### src/rtl/fuse_pkg.sv
`timescale 1ns/1ps
// fuse_pkg: class and operand-kind encodings shared by the pair fuser.
// Assumes a 4-bit class field and a 2-bit operand-kind field at the ports.
package fuse_pkg;

    localparam int NSLOT = 2;

    typedef enum logic [3:0] {
        CLS_OTHER   = 4'd0,
        CLS_CMP     = 4'd1,
        CLS_TEST    = 4'd2,
        CLS_ADD     = 4'd3,
        CLS_SUB     = 4'd4,
        CLS_INC     = 4'd5,
        CLS_DEC     = 4'd6,
        CLS_JCC     = 4'd7,
        CLS_LOOPDEC = 4'd8,
        CLS_MOV     = 4'd9
    } op_cls_e;

    typedef enum logic [1:0] {
        KND_NONE = 2'd0,
        KND_REG  = 2'd1,
        KND_MEM  = 2'd2,
        KND_IMM  = 2'd3
    } opnd_kind_e;

    // Classes that write the flags register.
    function automatic logic sets_flags(input logic [3:0] c);
        return (c >= CLS_CMP) && (c <= CLS_DEC);
    endfunction

endpackage

### src/rtl/fuse_pair_check.sv
`timescale 1ns/1ps
// fuse_pair_check: decides whether the lead (older) and follow instructions
// form a fusible compare-and-branch pair. Purely combinational.
// Assumes lead is directly followed by follow in program order.
module fuse_pair_check
    import fuse_pkg::*;
#(
    parameter logic [15:0] ADDSUB_CC_MASK = 16'hF0FC,
    parameter logic [15:0] INCDEC_CC_MASK = 16'hF030
) (
    input  logic       lead_vld,
    input  logic       follow_vld,
    input  logic [3:0] lead_cls,
    input  logic [3:0] follow_cls,
    input  logic [1:0] lead_ka,
    input  logic [1:0] lead_kb,
    input  logic [3:0] follow_cond,
    output logic       pair_ok
);

    logic has_mem;
    logic has_imm;
    logic lead_ok;

    // Classify the lead instruction's operand mix.
    always_comb begin
        has_mem = (lead_ka == KND_MEM) || (lead_kb == KND_MEM);
        has_imm = (lead_ka == KND_IMM) || (lead_kb == KND_IMM);
    end

    // Per-class eligibility, including the condition-code tables.
    always_comb begin
        case (lead_cls)
            CLS_CMP, CLS_TEST: lead_ok = !(has_mem && has_imm);
            CLS_ADD, CLS_SUB:  lead_ok = ADDSUB_CC_MASK[follow_cond];
            CLS_INC, CLS_DEC:  lead_ok = INCDEC_CC_MASK[follow_cond];
            default:           lead_ok = 1'b0;
        endcase
    end

    // Final pair decision: both valid and the follower is a conditional branch.
    always_comb begin
        pair_ok = lead_vld && follow_vld && (follow_cls == CLS_JCC) && lead_ok;
    end

endmodule

### src/rtl/fuse_uop_build.sv
`timescale 1ns/1ps
// fuse_uop_build: forms the next-cycle uop fields for both output slots.
// With pair_ok, slot 0 becomes the fused uop and slot 1 is dropped;
// otherwise each slot mirrors its input instruction.
module fuse_uop_build
    import fuse_pkg::*;
#(
    parameter int PC_W   = 32,
    parameter int OPND_W = 4
) (
    input  logic                         pair_ok,
    input  logic [NSLOT-1:0]             in_valid,
    input  logic [NSLOT-1:0][PC_W-1:0]   in_pc,
    input  logic [NSLOT-1:0][3:0]        in_cls,
    input  logic [NSLOT-1:0][1:0]        in_kind_a,
    input  logic [NSLOT-1:0][1:0]        in_kind_b,
    input  logic [NSLOT-1:0][OPND_W-1:0] in_opnd_a,
    input  logic [NSLOT-1:0][OPND_W-1:0] in_opnd_b,
    input  logic [NSLOT-1:0][3:0]        in_cond,
    input  logic [NSLOT-1:0][PC_W-1:0]   in_target,
    output logic [NSLOT-1:0]             nx_valid,
    output logic [NSLOT-1:0]             nx_fused,
    output logic [NSLOT-1:0][PC_W-1:0]   nx_pc,
    output logic [NSLOT-1:0][3:0]        nx_cls,
    output logic [NSLOT-1:0][1:0]        nx_kind_a,
    output logic [NSLOT-1:0][1:0]        nx_kind_b,
    output logic [NSLOT-1:0][OPND_W-1:0] nx_opnd_a,
    output logic [NSLOT-1:0][OPND_W-1:0] nx_opnd_b,
    output logic [NSLOT-1:0][3:0]        nx_cond,
    output logic [NSLOT-1:0][PC_W-1:0]   nx_target,
    output logic [NSLOT-1:0][1:0]        nx_icnt,
    output logic [NSLOT-1:0]             nx_wflags
);

    // Operand, class and address fields pass straight through in both cases.
    assign nx_pc     = in_pc;
    assign nx_cls    = in_cls;
    assign nx_kind_a = in_kind_a;
    assign nx_kind_b = in_kind_b;
    assign nx_opnd_a = in_opnd_a;
    assign nx_opnd_b = in_opnd_b;

    for (genvar s = 0; s < NSLOT; s++) begin : g_slot
        logic            vld_s;
        logic            fus_s;
        logic [3:0]      cond_s;
        logic [PC_W-1:0] tgt_s;
        logic [1:0]      icnt_s;
        logic            wfl_s;

        // Select pass-through or fused content for this slot.
        always_comb begin
            vld_s  = in_valid[s];
            fus_s  = 1'b0;
            cond_s = in_cond[s];
            tgt_s  = in_target[s];
            icnt_s = 2'd1;
            wfl_s  = sets_flags(in_cls[s]);
            if (pair_ok) begin
                if (s == 0) begin
                    fus_s  = 1'b1;
                    cond_s = in_cond[1];
                    tgt_s  = in_target[1];
                    icnt_s = 2'd2;
                    wfl_s  = 1'b1;
                end else begin
                    vld_s  = 1'b0;
                end
            end
        end

        assign nx_valid[s]  = vld_s;
        assign nx_fused[s]  = fus_s;
        assign nx_cond[s]   = cond_s;
        assign nx_target[s] = tgt_s;
        assign nx_icnt[s]   = icnt_s;
        assign nx_wflags[s] = wfl_s;
    end

endmodule

### src/rtl/fuse_inst_count.sv
`timescale 1ns/1ps
// fuse_inst_count: running count of architectural instructions emitted,
// summing each valid uop's instruction count. Wraps at 2**CNT_W.
module fuse_inst_count
    import fuse_pkg::*;
#(
    parameter int CNT_W = 16
) (
    input  logic                  clk,
    input  logic                  rst_n,
    input  logic [NSLOT-1:0]      uop_valid,
    input  logic [NSLOT-1:0][1:0] uop_icnt,
    output logic [CNT_W-1:0]      inst_total
);

    logic [CNT_W-1:0] step;

    // Sum the instruction counts of this cycle's valid uops.
    always_comb begin
        step = '0;
        for (int s = 0; s < NSLOT; s++) begin
            if (uop_valid[s]) step = step + CNT_W'(uop_icnt[s]);
        end
    end

    // Accumulate, cleared by reset.
    always_ff @(posedge clk) begin
        if (!rst_n) inst_total <= '0;
        else        inst_total <= inst_total + step;
    end

endmodule

### src/rtl/fuse_detect.sv
`timescale 1ns/1ps
// fuse_detect: two-wide compare-and-branch fuser. Detects a fusible
// flag-setter/branch pair in slots 0/1 and registers the resulting uops.
// Assumes slot 0 is older and that all presented instructions are accepted.
module fuse_detect
    import fuse_pkg::*;
#(
    parameter int          PC_W           = 32,
    parameter int          OPND_W         = 4,
    parameter int          CNT_W          = 16,
    parameter logic [15:0] ADDSUB_CC_MASK = 16'hF0FC,
    parameter logic [15:0] INCDEC_CC_MASK = 16'hF030
) (
    input  logic                         clk,
    input  logic                         rst_n,
    input  logic [1:0]                   in_valid,
    input  logic [1:0][PC_W-1:0]         in_pc,
    input  logic [1:0][3:0]              in_cls,
    input  logic [1:0][1:0]              in_kind_a,
    input  logic [1:0][1:0]              in_kind_b,
    input  logic [1:0][OPND_W-1:0]       in_opnd_a,
    input  logic [1:0][OPND_W-1:0]       in_opnd_b,
    input  logic [1:0][3:0]              in_cond,
    input  logic [1:0][PC_W-1:0]         in_target,
    output logic [1:0]                   in_taken,
    output logic [1:0]                   out_valid,
    output logic [1:0]                   out_fused,
    output logic [1:0][3:0]              out_cls,
    output logic [1:0][1:0]              out_kind_a,
    output logic [1:0][1:0]              out_kind_b,
    output logic [1:0][OPND_W-1:0]       out_opnd_a,
    output logic [1:0][OPND_W-1:0]       out_opnd_b,
    output logic [1:0][3:0]              out_cond,
    output logic [1:0][PC_W-1:0]         out_target,
    output logic [1:0][PC_W-1:0]         out_pc,
    output logic [1:0][1:0]              out_icnt,
    output logic [1:0]                   out_wflags,
    output logic [CNT_W-1:0]             inst_total
);

    logic                         pair_ok;
    logic [NSLOT-1:0]             nx_valid;
    logic [NSLOT-1:0]             nx_fused;
    logic [NSLOT-1:0][PC_W-1:0]   nx_pc;
    logic [NSLOT-1:0][3:0]        nx_cls;
    logic [NSLOT-1:0][1:0]        nx_kind_a;
    logic [NSLOT-1:0][1:0]        nx_kind_b;
    logic [NSLOT-1:0][OPND_W-1:0] nx_opnd_a;
    logic [NSLOT-1:0][OPND_W-1:0] nx_opnd_b;
    logic [NSLOT-1:0][3:0]        nx_cond;
    logic [NSLOT-1:0][PC_W-1:0]   nx_target;
    logic [NSLOT-1:0][1:0]        nx_icnt;
    logic [NSLOT-1:0]             nx_wflags;

    // Every presented instruction is consumed; a fused pair takes both.
    assign in_taken = in_valid;

    fuse_pair_check #(
        .ADDSUB_CC_MASK (ADDSUB_CC_MASK),
        .INCDEC_CC_MASK (INCDEC_CC_MASK)
    ) u_check (
        .lead_vld    (in_valid[0]),
        .follow_vld  (in_valid[1]),
        .lead_cls    (in_cls[0]),
        .follow_cls  (in_cls[1]),
        .lead_ka     (in_kind_a[0]),
        .lead_kb     (in_kind_b[0]),
        .follow_cond (in_cond[1]),
        .pair_ok     (pair_ok)
    );

    fuse_uop_build #(
        .PC_W   (PC_W),
        .OPND_W (OPND_W)
    ) u_build (
        .pair_ok   (pair_ok),
        .in_valid  (in_valid),
        .in_pc     (in_pc),
        .in_cls    (in_cls),
        .in_kind_a (in_kind_a),
        .in_kind_b (in_kind_b),
        .in_opnd_a (in_opnd_a),
        .in_opnd_b (in_opnd_b),
        .in_cond   (in_cond),
        .in_target (in_target),
        .nx_valid  (nx_valid),
        .nx_fused  (nx_fused),
        .nx_pc     (nx_pc),
        .nx_cls    (nx_cls),
        .nx_kind_a (nx_kind_a),
        .nx_kind_b (nx_kind_b),
        .nx_opnd_a (nx_opnd_a),
        .nx_opnd_b (nx_opnd_b),
        .nx_cond   (nx_cond),
        .nx_target (nx_target),
        .nx_icnt   (nx_icnt),
        .nx_wflags (nx_wflags)
    );

    fuse_inst_count #(
        .CNT_W (CNT_W)
    ) u_count (
        .clk        (clk),
        .rst_n      (rst_n),
        .uop_valid  (nx_valid),
        .uop_icnt   (nx_icnt),
        .inst_total (inst_total)
    );

    // Output register stage toward the uop queue.
    always_ff @(posedge clk) begin
        if (!rst_n) begin
            out_valid  <= '0;
            out_fused  <= '0;
            out_cls    <= '0;
            out_kind_a <= '0;
            out_kind_b <= '0;
            out_opnd_a <= '0;
            out_opnd_b <= '0;
            out_cond   <= '0;
            out_target <= '0;
            out_pc     <= '0;
            out_icnt   <= '0;
            out_wflags <= '0;
        end else begin
            out_valid  <= nx_valid;
            out_fused  <= nx_fused;
            out_cls    <= nx_cls;
            out_kind_a <= nx_kind_a;
            out_kind_b <= nx_kind_b;
            out_opnd_a <= nx_opnd_a;
            out_opnd_b <= nx_opnd_b;
            out_cond   <= nx_cond;
            out_target <= nx_target;
            out_pc     <= nx_pc;
            out_icnt   <= nx_icnt;
            out_wflags <= nx_wflags;
        end
    end

    AST_FUSED_ONE_UOP: assert property (@(posedge clk) disable iff (!rst_n)
        (out_valid[0] && out_fused[0]) |-> (!out_valid[1] && out_wflags[0]));

    AST_MEMIMM_BLOCK: assert property (@(posedge clk) disable iff (!rst_n)
        (((in_cls[0] == CLS_CMP) || (in_cls[0] == CLS_TEST)) &&
         ((in_kind_a[0] == KND_MEM) || (in_kind_b[0] == KND_MEM)) &&
         ((in_kind_a[0] == KND_IMM) || (in_kind_b[0] == KND_IMM)))
        |=> !out_fused[0]);

    AST_GAP_BLOCK: assert property (@(posedge clk) disable iff (!rst_n)
        (!in_valid[0] || (in_cls[1] != CLS_JCC)) |=> !out_fused[0]);

    AST_LOOP_BLOCK: assert property (@(posedge clk) disable iff (!rst_n)
        ((in_cls[0] == CLS_LOOPDEC) || (in_cls[1] == CLS_LOOPDEC)) |=> !out_fused[0]);

    AST_FUSED_ICNT: assert property (@(posedge clk) disable iff (!rst_n)
        (out_valid[0] && out_fused[0]) |-> (out_icnt[0] == 2'd2));

    AST_COUNT_STEP: assert property (@(posedge clk) disable iff (!rst_n)
        $past(rst_n) |-> (inst_total ==
            CNT_W'($past(inst_total) + CNT_W'($countones($past(in_valid))))));

    AST_FAULT_PC: assert property (@(posedge clk) disable iff (!rst_n)
        (out_valid[0] && out_fused[0] && $past(rst_n)) |-> (out_pc[0] == $past(in_pc[0])));

endmodule

### config.mk
export PLATFORM = sky130hd
export DESIGN_NAME = fuse_detect
export DESIGN_NICKNAME = d
export VERILOG_FILES = /design/src/rtl/fuse_pkg.sv /design/src/rtl/fuse_pair_check.sv /design/src/rtl/fuse_uop_build.sv /design/src/rtl/fuse_inst_count.sv /design/src/rtl/fuse_detect.sv
export SDC_FILE = /design/constraint.sdc
export NUM_CORES = 1
export LEC_CHECK = 0
export CAP_MARGIN = 20
export CORE_AREA = 4 4 141 143
export CTS_CLUSTER_DIAMETER = 150
export DETAILED_ROUTE_END_ITERATION = 10
export DIE_AREA = 0 0 145 147
export DONT_BUFFER_PORTS = 1
export GPL_TIMING_DRIVEN = 0
export MAX_ROUTING_LAYER = met4
export PLACE_DENSITY = 0.57
export SLEW_MARGIN = 20
export SYNTH_ARGS = -nofsm -noshare
export SYNTH_HDL_FRONTEND = slang
export SYNTH_SLANG_ARGS = --single-unit
### constraint.sdc
create_clock -name clk -period 3 [get_ports clk]
set_input_delay 0.9 -clock clk [delete_from_list [all_inputs] [get_ports clk]]
set_output_delay 0.9 -clock clk [all_outputs]
set_load 0.005 [all_outputs]
# ---- Yosys cells after proc, flatten, opt, wreduce, memory -nomap -nowiden
# Memories as Yosys holds them, arrays and structs flattened.
# Index checks and enable logic that the tools add are counted.
dict set report classes {
  n_addsub 2
  n_lt_le_gt_ge 5
  eq_ne 11
  n_mux 12
  reduce_logical 12
}
# operator count
set ops {}
lappend ops {{$mux W32} 1}
lappend ops {{$add A16 B16 Y16} 1}
lappend ops {{$eq A4 B3 Y1 const B} 4}
lappend ops {{$mux W16} 1}
lappend ops {{$eq A2 B2 Y1 const B} 4}
lappend ops {{$eq A4 B2 Y1 const B} 2}
lappend ops {{$ge A4 B1 Y1 const B} 2}
lappend ops {{$le A4 B3 Y1 const B} 2}
lappend ops {{$logic_and A1 B1 Y1} 6}
lappend ops {{$reduce_or A2 Y1} 3}
lappend ops {{$lt A4 B5 Y1 const B} 1}
lappend ops {{$mux W1} 5}
lappend ops {{$eq A4 B1 Y1 const B} 1}
lappend ops {{$mux W2} 2}
lappend ops {{$mux W4} 1}
lappend ops {{$add A2 B1 Y3 const B} 1}
lappend ops {{$mux W3} 1}
lappend ops {{$pmux W1 S3} 1}
lappend ops {{$logic_or A1 B1 Y1} 2}
lappend ops {{$logic_not A1 Y1} 1}
dict set report word_totals {
  regBits 194
  mem_bits_ro 32
  memories 2
}
# name words word_bits read_ports rd_clocked_by_memory_dff wr line_no
set memory_table {}
lappend memory_table {{(name not given)} 16 1 1 0 0 fuse_pair_check.sv:35} ;# CLS_ADD, CLS_SUB: lead_ok = ADDSUB_CC_MASK[follow_cond];
lappend memory_table {{(name not given)} 16 1 1 0 0 fuse_pair_check.sv:36} ;# CLS_INC, CLS_DEC: lead_ok = INCDEC_CC_MASK[follow_cond];

# ---- Longest topological paths before layout
# Gate-level depths: netlist (run 1).
dict set report depth {
  depth_word 11
  ltp_mapped 7
  ltp_nobuf 7
}

# ---- Cells and area by module
# From an unflattened synthesis (run 1), not the netlist that was laid out.
dict set report unflattened {
  hier_cells 677
  hier_area_um2 7430.9
}
# module n_inst cells_each area_each_um2 seq_area_each_um2
set by_module_without_submodules {}
lappend by_module_without_submodules {fuse_detect 1 377 4867.2 3563.4}
lappend by_module_without_submodules {fuse_uop_build 1 191 1622.8 0.0}
lappend by_module_without_submodules {fuse_inst_count 1 96 848.3 320.3}
lappend by_module_without_submodules {fuse_pair_check 1 13 92.6 0.0}

# ---- Worst setup path after synthesis (run 1)
# Ideal clock, no wire load.
dict set report synth_path {
  kind {input to register}
  from {input in_valid[0]}
  to {register u_count.inst_total[13]}
  t_arrival_ns 2.373
  required_time_ns 2.872
  setup_slack_ns 0.499
  cell_stages 7
  cell_sequence {ha_1 > ha_1 > a21o_1 > a21oi_1 > and4bb_2 > xnor2_1 > nor2_1}
}
dict set report synth_between {
  elab_chain_len 8
  elab_cells_between_ends 9
}
# item line_no
set synth_rtl {}
lappend synth_rtl {{start, declared} fuse_detect.sv:16} ;# input logic [1:0] in_valid,
lappend synth_rtl {{$logic_and A1 B1 Y1 (3 in a row)} fuse_pair_check.sv:43} ;# pair_ok = lead_vld && follow_vld && (follow_cls == CLS_JCC) && lead_ok;
lappend synth_rtl {{$mux W2} fuse_uop_build.sv:59} ;# if (pair_ok) begin
lappend synth_rtl {{$mux W2} fuse_inst_count.sv:22} ;# if (uop_valid[s]) step = step + CNT_W'(uop_icnt[s]);
lappend synth_rtl {{$add A2 B1 Y3} fuse_inst_count.sv:22}
lappend synth_rtl {{$mux W16 (*)} fuse_inst_count.sv:22}
lappend synth_rtl {{$add A16 B16 Y16 (*)} fuse_inst_count.sv:29} ;# else inst_total <= inst_total + step;
lappend synth_rtl {{end signal, assigned} fuse_inst_count.sv:29}
lappend synth_rtl {{end, declared} fuse_inst_count.sv:13} ;# output logic [CNT_W-1:0] inst_total
# Mark *: on every way between the ends. The rest lies on a longest branch, timed or not.
# A chain may end at the register's enable or synchronous reset.

# ---- Worst setup path in the final report (run 1)
# Ends and elaborated chain as after synthesis.

==> results of run 1 <==
==> power by group <==
part / switching (mW) / internal, mW
Combinational: 0.125 / 0.0954
Clock: 1.03 / 1.12
Sequential: 0.0926 / 2.67
==> cells in the final DEF (no fill, tap or decap), drive strengths merged, types with 6 or more instances in the layout <==
| cell type | count |
|---|---|
| a21oi | 6 |
| and2 | 100 |
| buf | 9 |
| clkbuf | 39 |
| dfxtp | 191 |
| inv | 43 |
| mux2i | 36 |
| nand2 | 76 |
| nor2 | 14 |
| xnor2 | 10 |
==> critical path: cells and delay by family <==
kind	cells	cell delay (ns)
AND/OR/NAND/NOR	2	0.37
adder cells (fa/ha/maj)	2	0.48
XOR/XNOR	1	0.14
AO/OA/AOI/OAI	2	0.72
==> registers in the layout (all words and copies together) (netlist names) <==
name and count:
out_kind_a 4, out_target 64, u_count.inst_total 16, out_cls 8, out_cond 8, out_opnd_b 8
out_valid 2, out_wflags 2, out_pc 64, out_icnt 2, out_kind_b 4, out_opnd_a 8
out_fused 1
==> worst paths after layout <==
check	from	to	slack [ns]	cells after the start
hold / removal	rst_n	out_icnt[2]	0.50	0
setup / recovery	in_valid[0]	u_count.inst_total[13]	0.68	7
hold reg to reg	u_count.inst_total[5]	u_count.inst_total[5]	0.56	2
setup reg to reg	u_count.inst_total[1]	u_count.inst_total[13]	0.98	6
==> metrics by stage <==
step / utilization, % / power (mW) / setup WS [ns] / instance area, µm²
after floorplan: - / 2.96 / 0.499 / 5900
after global placement: 33.3 / 3.04 / 0.292 / 6200
after detailed placement: 33.3 / 3.05 / 0.294 / 6200
after CTS: 36.4 / 5.20 / 0.742 / 6760
after global routing: 36.5 / 5.37 / 0.600 / 6780
final: 36.5 / 5.14 / 0.685 / 6780
==> logic make-up (layout without fill, tap and decap cells) <==
| group | after synthesis | after routing | share of synthesized area (%) |
|---|---|---|---|
| mux | 36 | 36 | 6.11 |
| flops | 191 | 191 | 64.9 |
| xor+xnor | 14 | 14 | 2.08 |
| simple gates | 217 | 217 | 19.5 |
| fa+ha+maj | 6 | 6 | 1.40 |
| buf+inv | 67 | 99 | 4.82 |
| compound gates | 12 | 12 | 1.21 |
| other cells | 1 | 8 | 0.0636 |
==> cell type report <==
cell class                 instances  share of cell area [%]
buffer                            29                    2.09
antenna                            5                   0.185
multi-input combinational        288                    26.5
tap                              234                    4.32
clock buffer                      19                    6.54
sequential                       191                    56.4
inverter                          38                    2.11
clock inverter                    13                    1.83
==> routing by layer <==
| metal | vias to the layer above | share of wire [%] |
|---|---|---|
| li1 | 1723 | - |
| met1 | 1668 | 37 |
| met2 | 225 | 52 |
| met3 | 16 | 9.5 |
| met4 | 0 | 1.7 |
| met5 | - | 0 |
==> flow_summary.json, run 1 <==
{
  "ys_seq_elements": 191,
  "clockBufferDepth": 2,
  "status": "finished, final reports clean",
  "ys.warnings.count": 0,
  "num_rows": 50,
  "use_met1_pct": 15.9,
  "cts-root-buf": "clkbuf_16",
  "grt_util_all_layers_pct": 15.1,
  "first_pass_iters": 6,
  "crit_path_end_kind": "register",
  "fin_cells": 817,
  "die_h_um": 147,
  "drt_iter0_drc": 99,
  "place.gp.congestion": 0.777,
  "wl_mm": 16.3,
  "synth.distinct_cells": 36,
  "cts_sinks": 191,
  "synthTopCellsByCount": "dfxtp_1 (191), and2_1 (100), nand2_1 (76)",
  "cp_slowest_cell": "a21oi_1",
  "multi_input_area_mm2": 0.00180,
  "antenna_found_initial": 5,
  "grt_pass1_vias": 3885,
  "dp.cells": 780,
  "grtUsageMet2_pct": 25.4,
  "fin_crit_ns": 2.32,
  "grt.overflow.total": 0,
  "synth_most_common_cell": "dfxtp_1",
  "core_mm2": 0.0186,
  "fin_nets": 743,
  "post_cts_resized": 0,
  "max-cap-violations": 0,
  "grt_max_degree": 19,
  "layout-drive-gt1-share_pct": 7.27,
  "max_freq_mhz": 432,
  "p_leak_nw": 3.20,
  "whs_ns": 0.502,
  "setup_violations": 0,
  "cp_max_fo": 9,
  "vias": 3632,
  "cts_buffers": 17,
  "synth_edf_count": 0,
  "insertion_delay_ns": 0.42,
  "max_slew_margin_pct": 55.7,
  "postCtsHoldBufs": 0,
  "slowest_delay_ns": 0.54,
  "ir_drop_v": 0.000364,
  "syn_to_final_growth_pct": 14.9,
  "synthCells": 544,
  "drt.antenna.violating_nets": 0,
  "dp_hpwl_mm": 13.0,
  "io_buffers": 0,
  "clkTransAtPathRegs_ns": 0.07,
  "yosysTopAreaCell": "dfxtp_1",
  "io_pins": 368,
  "regArea_mm2": 0.00382,
  "rsz0062_at_grt": "no",
  "synth.area.top_cells": "dfxtp_1 (65%), and2_1 (11%), mux2i_1 (6.1%)",
  "hold_violations": 0,
  "top_usage_layer": "met2",
  "critPathLaunchType": "primary input",
  "ys.flop_type": "dfxtp_1",
  "crit_top_cell": "ha_1",
  "tightest_slew_ns": 0.665,
  "cts_tree": "yes",
  "die_width_um": 145,
  "fin_setup_tns_ns": 0,
  "cts_setup_buffers": 0,
  "crit_chain": "ha_1 > ha_1 > a21o_1 > a21oi_1 > and4bb_2 > xnor2_1 > nor2_1",
  "avgSynthCellArea_um2": 10.8,
  "initial_core_util_pct": 31.7,
  "die_area_mm2": 0.0213,
  "h-tree-depth": 4,
  "synth_area_mm2": 0.00590,
  "arrival_ns": 2.61,
  "drv_slew": 0,
  "route.detailed.drc": 0,
  "criticalPathCategory": "in2reg",
  "worstPathRequired_ns": 3.30,
  "fin_worst_skew_ns": 0.00543,
  "synth_top_area_share_pct": 64.9,
  "grt_pass1_wl_mm": 23.8,
  "wl_per_cell_um": 20.0,
  "grtUsageMet3_pct": 6.82,
  "n_fill_cell": 1848,
  "hold_class": "in2reg",
  "synth_seq_area_share_pct": 64.9,
  "fin_crit_sh_pct": 77.2,
  "p_per_area_mw_per_mm2": 758,
  "via_per_inst": 4.45,
  "ys_async_sr_fraction_pct": 0
}
Power figures use the tool's default switching activity.
==> inputs of run 2 (changes only) <==
--- a/config.mk
+++ b/config.mk
@@ -13,7 +13,7 @@
 export DONT_BUFFER_PORTS = 1
 export GPL_TIMING_DRIVEN = 0
 export MAX_ROUTING_LAYER = met4
-export PLACE_DENSITY = 0.57
+export PLACE_DENSITY = 0.59
 export SLEW_MARGIN = 20
 export SYNTH_ARGS = -nofsm -noshare
 export SYNTH_HDL_FRONTEND = slang
==> constraint.sdc (replaced) <==
create_clock -name clk -period 2 [get_ports clk]
set_input_delay 0.6 -clock clk [delete_from_list [all_inputs] [get_ports clk]]
set_output_delay 0.6 -clock clk [all_outputs]
set_load 0.005 [all_outputs]
==> run 2 against run 1 <==
Compared with the run above: die area did not move; register-to-register slack got worse by 0.72 ns; cell count fell by 0.49%; clock power rose by 73%; critical path depth fell by 1; combinational power rose by 56%; setup slack got worse by 0.42 ns; critical endpoint unchanged; highest routed layer unchanged.
==> flow_summary.json, run 2 (same netlist as run 1, synthesis figures left out) <==
{
  "grt_pass1_vias": 3877,
  "cp_slowest_cell": "dfxtp_1",
  "rr_endpoint": "u_count.inst_total[13]",
  "cp_top_family": "flip-flops",
  "use_met1_pct": 16.2,
  "r2r_slack_ns": 0.26,
  "setup_violations": 0,
  "die_h_um": 147,
  "fin_crit_sh_pct": 86.8,
  "cts_buffers": 17,
  "tightest_slew_ns": 0.775,
  "critPathLaunchType": "register",
  "die_area_mm2": 0.0213,
  "crit_path_end_kind": "register",
  "arrival_ns": 2.03,
  "grt_max_degree": 19,
  "grtUsageMet3_pct": 6.23,
  "die_width_um": 145,
  "via_per_inst": 4.48,
  "clkTransAtPathRegs_ns": 0.07,
  "clockBufferDepth": 2,
  "initial_core_util_pct": 31.7,
  "first_pass_iters": 4,
  "core_mm2": 0.0186,
  "regArea_mm2": 0.00382,
  "dp_hpwl_mm": 12.8,
  "io_buffers": 0,
  "crit_buf_inv": 0,
  "syn_to_final_growth_pct": 16.9,
  "vias": 3640,
  "h-tree-depth": 4,
  "cts_tree": "yes",
  "route.detailed.drc": 0,
  "rr_startpoint": "u_count.inst_total[1]",
  "crit_chain": "ha_1 > a21o_1 > a21oi_4 > and4bb_2 > xnor2_1 > nor2_1",
  "final_cell_mix": "dfxtp_1 (191), and2_1 (100), nand2_1 (76)",
  "grtUsageMet2_pct": 25.3,
  "n_fill_cell": 1842,
  "worstPathRequired_ns": 2.29,
  "drt.antenna.violating_nets": 0,
  "p_per_area_mw_per_mm2": 1190,
  "status": "finished, final reports clean",
  "hp-start": "rst_n",
  "wl_per_cell_um": 19.6,
  "top_usage_layer": "met2",
  "criticalPathCategory": "reg2reg",
  "max_freq_mhz": 576,
  "num_rows": 50,
  "hold_class": "in2reg",
  "max_slew_margin_pct": 48.4,
  "cts-root-buf": "clkbuf_16",
  "cts_setup_buffers": 0,
  "mostFrequentLayoutCell": "dfxtp_1",
  "grt.overflow.total": 0,
  "r2r_cells": 6,
  "slowest_delay_ns": 0.45,
  "grt_pass1_wl_mm": 23.8,
  "wl_mm": 16.0,
  "whs_ns": 0.201,
  "io_pins": 368,
  "hold_violations": 0,
  "drv_slew": 0,
  "grt_util_all_layers_pct": 15.1,
  "p_leak_nw": 3.25,
  "finalWorstSetupSlack_ns": 0.264,
  "top_regs": "out_pc (64), out_target (64), u_count.inst_total (16)",
  "fin_crit_ns": 1.74,
  "rsz0062_at_grt": "no",
  "min_to": "out_icnt[2]",
  "insertion_delay_ns": 0.42,
  "place_ws_ns": -0.459,
  "max-cap-violations": 0,
  "drt_iter0_drc": 73,
  "utilization_pct": 37.1,
  "fin_nets": 743,
  "cts_sinks": 191,
  "place.gp.congestion": 0.829,
  "antenna_found_initial": 1,
  "layout-drive-gt1-share_pct": 8.48,
  "ir_drop_v": 0.000516,
  "fin_worst_skew_ns": 0.00824,
  "cp_max_fo": 9,
  "hold_depth": 0,
  "multi_input_area_mm2": 0.00183
}
==> run 2: changes by cell type in the layout (fill, tap and decap cells not counted), sizes merged <==
cell | previous run | this run
bufinv | 0 | 4
clkbuf | 39 | 38
clkinv | 4 | 3
clkinvlp | 4 | 2
diode | 5 | 1
==> run 2: worst max path at each step <==
| stage | startpoint | endpoint | cells past startpoint |
|---|---|---|---|
| 2_1_floorplan | in_valid[0] | u_count.inst_total[8] | 7 |
| 3_3_place_gp | rst_n | out_cond[2] | 4 |
| 3_5_place_dp | rst_n | out_cond[2] | 4 |
| 4_1_cts | u_count.inst_total[1] | u_count.inst_total[13] | 6 |
| 5_1_grt | u_count.inst_total[3] | u_count.inst_total[15] | 5 |
| 6_report | u_count.inst_total[1] | u_count.inst_total[13] | 6 |
==> run 2: metal layers <==
layer | vias to the layer above | part of all wire (%)
li1 | 1714 | -
met1 | 1681 | 38
met2 | 227 | 51
met3 | 18 | 8.8
met4 | 0 | 2.0
met5 | - | 0
==> run 2: cell type report <==
class / count / share of cell area, %
clock inverters: 14 / 3.20
inverters: 38 / 2.07
multi-input cells: 288 / 26.5
well taps: 234 / 4.25
plain buffers: 29 / 2.07
flip-flops and latches: 191 / 55.5
clock buffers: 18 / 6.37
diodes: 1 / 0.0363
==> run 2: per-stage QoR <==
step                TNS (ns)  cell area (µm²)  cells  power, mW
floorplan                  0             5940    546       4.45
global placement       -5.26             6230    780       4.58
detailed placement     -5.35             6230    780       4.59
CTS                        0             6890    812       8.30
global route               0             6890    813       8.57
finish                     0             6890    813       8.20
==> run 2: repair_timing <==
item / in CTS / in global routing
hold buffers: 0 / 0
endpoints found under the setup margin: 1 / 0
gates resized for setup: 1 / 0
==> run 2: where the power goes <==
part           internal, mW  leakage (nW)  switching, mW
logic                 0.150          1.34          0.193
registers              4.01          1.59          0.138
clock network          2.18         0.316           1.53
total                  6.34          3.25           1.86
